`config.mk`:
```
export PLATFORM = sky130hd
export DESIGN_NAME = bubble_squeeze_pipe
export DESIGN_NICKNAME = d
export VERILOG_FILES = /design/src/rtl/bsp_pkg.sv /design/src/rtl/bsp_ctrl.sv /design/src/rtl/bsp_data.sv /design/src/rtl/bubble_squeeze_pipe.sv
export SDC_FILE = /design/constraint.sdc
export NUM_CORES = 2
export LEC_CHECK = 0
export ABC_AREA = 1
export BUFFER_PORTS_ARGS = -buffer_cell sky130_fd_sc_hd__buf_2
export CORE_MARGIN = 2
export CORE_UTILIZATION = 63
export CTS_BUF_LIST = sky130_fd_sc_hd__clkbuf_8
export DETAILED_ROUTE_END_ITERATION = 16
export HOLD_SLACK_MARGIN = 0.15
export PLACE_DENSITY = 0.81
export SYNTH_ARGS = -nofsm -noshare
export SYNTH_HDL_FRONTEND = slang
export SYNTH_SLANG_ARGS = --single-unit
```
`constraint.sdc`:
```
create_clock -name clk -period 15 [get_ports clk]
set_clock_uncertainty 0.15 [all_clocks]
set_input_delay 3 -clock clk [delete_from_list [all_inputs] [get_ports clk]]
set_output_delay 3 -clock clk [all_outputs]
set_load 0.02 [all_outputs]
```
`src/rtl/bsp_pkg.sv`:
```
package bsp_pkg;

  // Per-stage strobes sent from control to the datapath.
  typedef struct packed {
    logic advance;   // stage loads from its upstream neighbour this edge
    logic srcValid;  // the upstream neighbour holds a real word
  } stageStrobe_t;

endpackage

```
`src/rtl/bsp_ctrl.sv`:
```
module bsp_ctrl
  import bsp_pkg::*;
#(
  parameter int STAGES = 16
) (
  input  logic                        clk,
  input  logic                        rst,
  input  logic                        inValid,
  output logic                        inReady,
  input  logic                        outReady,
  output logic                        outValid,
  output stageStrobe_t [STAGES-1:0]   strobe
);

  logic [STAGES-1:0] validQ;
  logic [STAGES-1:0] slotEn;
  logic [STAGES-1:0] srcValid;

  // Suffix OR from the output side: a stage may load when the consumer
  // takes the head or any stage at or beyond it is empty.
  always_comb begin
    logic acc;
    acc = outReady;
    for (int k = STAGES - 1; k >= 0; k--) begin
      acc       = acc | ~validQ[k];
      slotEn[k] = acc;
    end
  end

  always_comb begin
    srcValid[0] = inValid;
    for (int k = 1; k < STAGES; k++) srcValid[k] = validQ[k-1];
  end

  always_comb begin
    for (int k = 0; k < STAGES; k++) begin
      strobe[k].advance  = slotEn[k];
      strobe[k].srcValid = srcValid[k];
    end
  end

  always_ff @(posedge clk) begin
    if (rst) begin
      validQ <= '0;
    end else begin
      for (int k = 0; k < STAGES; k++)
        if (slotEn[k]) validQ[k] <= srcValid[k];
    end
  end

  assign inReady  = slotEn[0];
  assign outValid = validQ[STAGES-1];

  // a consumer taking the head frees room all the way to the input.
  p_out_ready_admits_r3: assert property (@(posedge clk) disable iff (rst)
    outReady |-> inReady);

endmodule

```
`src/rtl/bsp_data.sv`:
```
module bsp_data
  import bsp_pkg::*;
#(
  parameter int STAGES = 16,
  parameter int DATA_W = 200
) (
  input  logic                        clk,
  input  logic [DATA_W-1:0]           inData,
  input  stageStrobe_t [STAGES-1:0]   strobe,
  output logic [DATA_W-1:0]           outData
);

  logic [DATA_W-1:0] dataQ [STAGES];

  // Data registers load only when a real word arrives, so bubbles
  // cause no toggling in the wide datapath.
  for (genvar g = 0; g < STAGES; g++) begin : g_stage
    if (g == 0) begin : g_head
      always_ff @(posedge clk)
        if (strobe[g].advance & strobe[g].srcValid) dataQ[g] <= inData;
    end else begin : g_body
      always_ff @(posedge clk)
        if (strobe[g].advance & strobe[g].srcValid) dataQ[g] <= dataQ[g-1];
    end
  end

  assign outData = dataQ[STAGES-1];

endmodule

```
`src/rtl/bubble_squeeze_pipe.sv`:
```
module bubble_squeeze_pipe
  import bsp_pkg::*;
#(
  parameter int STAGES = 16,
  parameter int DATA_W = 200
) (
  input  logic              clk,
  input  logic              rst,
  input  logic              inValid,
  input  logic [DATA_W-1:0] inData,
  output logic              inReady,
  output logic              outValid,
  output logic [DATA_W-1:0] outData,
  input  logic              outReady
);

  localparam int OCC_W = $clog2(STAGES + 1) + 1;

  stageStrobe_t [STAGES-1:0] strobe;

  bsp_ctrl #(.STAGES(STAGES)) u_ctrl (
    .clk      (clk),
    .rst      (rst),
    .inValid  (inValid),
    .inReady  (inReady),
    .outReady (outReady),
    .outValid (outValid),
    .strobe   (strobe)
  );

  bsp_data #(.STAGES(STAGES), .DATA_W(DATA_W)) u_data (
    .clk     (clk),
    .inData  (inData),
    .strobe  (strobe),
    .outData (outData)
  );

  // Checking logic: occupancy seen only through the handshakes.
  logic [OCC_W-1:0] occQ;
  logic inTake, outTake;
  assign inTake  = inValid & inReady;
  assign outTake = outValid & outReady;

  always_ff @(posedge clk) begin
    if (rst) occQ <= '0;
    else begin
      case ({inTake, outTake})
        2'b10:   occQ <= occQ + 1'b1;
        2'b01:   occQ <= occQ - 1'b1;
        default: occQ <= occQ;
      endcase
    end
  end

  // never more words held than slots exist.
  p_occ_bound_r2: assert property (@(posedge clk) disable iff (rst)
    int'(occQ) <= STAGES);

  // a stalled head keeps its word and value.
  p_hold_stall_r2: assert property (@(posedge clk) disable iff (rst)
    (outValid && !outReady) |=> (outValid && $stable(outData)));

  // an empty pipe shows nothing at the output.
  p_empty_quiet_r1: assert property (@(posedge clk) disable iff (rst)
    (occQ == '0) |-> !outValid);

  // any free slot admits input, even under a stall.
  p_gap_admits_r4: assert property (@(posedge clk) disable iff (rst)
    (int'(occQ) < STAGES) |-> inReady);

  // full and stalled means back-pressure.
  p_full_blocks_r5: assert property (@(posedge clk) disable iff (rst)
    ((int'(occQ) == STAGES) && !outReady) |-> !inReady);

endmodule

```
==> impl_metrics.yaml <==
timing:
  min_period_ps: 7750
  max_slew_margin_pct: 20.5
  tightestPinTransition_ps: 1190
  tns_ps: 0
  hold_ws_ps: 220
  final_hold_viol_count: 0
  rsz0062_at_grt: "false"
  period_share_pct: 51.7
  setup_viol: 0
  fmax_ghz: 0.129
  drv_slew: 0
critical_path:
  cp_data_required_time_ps: 11850
  rr_endpoint: "u_data.dataQ[0][815]"
  cp-end-kind: "primary output"
  critPathArrivalTime_ps: 4600
  r2r_start: "u_ctrl.validQ[14]"
  worst-path-max-fanout: 5
  rr_worst_depth: 9
  rrSetupSlack_ps: 10760
  start_kind: "input port"
  path_class: "in -> out"
cts:
  ctsHtreeMaxLevel: 5
  cts_tree: "done"
  clk-insertion-delay-late_ps: 1070
  post_cts_buffers: 0
  clk_pin_slew_worst_paths_ps: 70
  cts_resized: 0
  cts_hold_buf: 0
  cts_root_buffer: "clkbuf_8"
  cts_buffers: 458
  cts_buffer_depth: 4
  cts_num_sinks: 3216
layout:
  multi_input_area_um2: 387
  finish.utilization_pct: 71.1
  seqCellArea_um2: 96400
  fill_cells: 7925
  area_growth_pct: 11.7
  final_cells: 6576
  design_area_um2: 110000
  nets: 4388
  drive_gt1_share_pct: 22.1
route:
  ant_nets: 0
  drtIter0Drc: 2677
  wirelength_mm: 139
  wl_per_cell_um: 21.1
  first_pass_iters: 8
  vias_per_cell: 4.98
  vias: 32700
  drt_drc_violations_left: 0
die:
  ioPinCount: 406
  coreArea_um2: 155000
  start_util_pct: 63.6
  fp.dieH_um: 399
  fp.dieW_um: 399
  die-area_um2: 159000
  row_count: 144
synth:
  yosysWarnings: 0
  synth_fp_nets: 3697
  seq_area_frac_synth_pct: 98.0
  synth_cell_type_count: 19
  avgSynthCellArea_um2: 28.2
  synth.ff_latch_count: 3216
  syn-instance-count: 3493
  synth-async-reset-ratio_pct: 0
  syn_area_um2: 98300
  synth_flop_cell: "edfxtp_1"
  synth_edf_count: 3200
placement:
  place_area_um2: 102000
  dp_hpwl_mm: 85.2
  routabilityCongestion: 0.802
  place_inst: 5768
  port_buffers: 405
run_status:
  status: "completed"
flow_run:
  maxCapViolCount: 0
worst_hold_path:
  holdPathStages: 0
  hold_end: "u_data.dataQ[0][1272]"
  hp-class: "reg -> reg"
  hold_start: "u_data.dataQ[0][1072]"
global_route:
  grt_pass1_wl_mm: 209
  grt-ovfl-total: 0
  antenna_found_initial: 6
  grt_max_degree: 161
  grt_usage_pct: 18.0
  grt_pass1_vias: 33600
pwr:
  p_leak_uw: 0.0359
  powerDensity_nw_per_um2: 145
  ir_drop_mv: 0.0864
-- worst max-delay path, cell delays in order --
cell	delay, ps
buf_2	100
inv_1	100
nand4_4	110
nor3_4	230
nand4_2	170
nor2_4	250
nand4_4	170
nor2_8	180
nand4_4	100
buf_2	180
-- cell type report --
cell class / count / share of cell area [%]
tap: 2044 / 2.33
antenna: 3 / 0.00683
clock inverter: 338 / 1.49
inverter: 24 / 0.137
sequential: 3216 / 87.8
multi-input combinational: 51 / 0.352
timing repair buffer: 433 / 2.07
clock buffer: 467 / 5.85
-- synthesized netlist by cell type, types with 2 or more instances --
| library cell | number | area share, % |
|---|---|---|
| edfxtp_1 | 3200 | 98 |
| buf_4 | 200 | 1.5 |
| inv_1 | 22 | 0.084 |
| dfxtp_1 | 16 | 0.33 |
| nor2_1 | 15 | 0.057 |
| nand2_1 | 13 | 0.050 |
| a21oi_1 | 12 | 0.061 |
| nand4_4 | 3 | 0.065 |
| clkbuf_1 | 2 | 0.0076 |
-- flip-flops by register name, indices dropped and copies added, names as in the netlist --
signal and cells:
u_data.dataQ 3200, u_ctrl.validQ 16
-- logic make-up after synthesis --
logic type      after synthesis  synth area share (%)
flops                      3216                  98.0
buf+inv                     226                  1.63
compound gates               14                0.0764
simple gates                 37                 0.248
-- cell usage in the layout, fill, tap and decap left out --
cell | synthesis | final
buf_12 | 0 | 3
nor2_8 | 1 | 1
inv_6 | 0 | 1
nor2_4 | 1 | 8
nand3_1 | 1 | 1
nand3_2 | 1 | 1
nand4_2 | 1 | 1
nand2_1 | 13 | 13
a21oi_2 | 1 | 1
clkinvlp_4 | 0 | 9
dfxtp_1 | 16 | 16
clkinv_2 | 0 | 57
clkbuf_8 | 0 | 467
inv_8 | 0 | 8
a21oi_1 | 12 | 12
a31oi_4 | 0 | 1
inv_2 | 1 | 1
diode_2 | 0 | 3
nor2_1 | 15 | 8
edfxtp_1 | 3200 | 3200
nor3_4 | 1 | 1
buf_2 | 0 | 405
inv_1 | 22 | 160
bufinv_16 | 0 | 10
nand4_4 | 3 | 3
buf_4 | 200 | 25
clkinv_1 | 1 | 116
-- report_power, final --
group          switching, µW  internal, µW
logic                   53.9          20.7
clock network           2920          3050
registers               33.1          9870
total                   3010         12900
-- metal layers --
layer  GRT usage (%)  share of wire (%)  vias to the layer above
met3            4.87                6.6                      228
met1            27.2                 45                    16100
met2            26.4                 47                     1099
met4            5.49                1.9                        8
met5               0              0.048                        -
li1                -                  -                    15300
-- stage by stage --
stage | worst slack, ps | total power, µW
after floorplan | 954 | 10100
after global placement | 7280 | 10200
after detailed placement | 7250 | 10200
after CTS | 7230 | 16100
after global routing | 7140 | 16500
final | 7250 | 15900
-- worst max path at each step --
stage | startpoint | end | slack [ps] | cells past startpoint
after floorplan | outReady | u_data.dataQ[1][0] | 950 | 6
after global placement | outReady | inReady | 7280 | 10
after detailed placement | outReady | inReady | 7250 | 10
after CTS | outReady | inReady | 7230 | 10
after global routing | outReady | inReady | 7140 | 10
final | outReady | inReady | 7250 | 10
No activity file was read; power rests on OpenSTA's default activity.
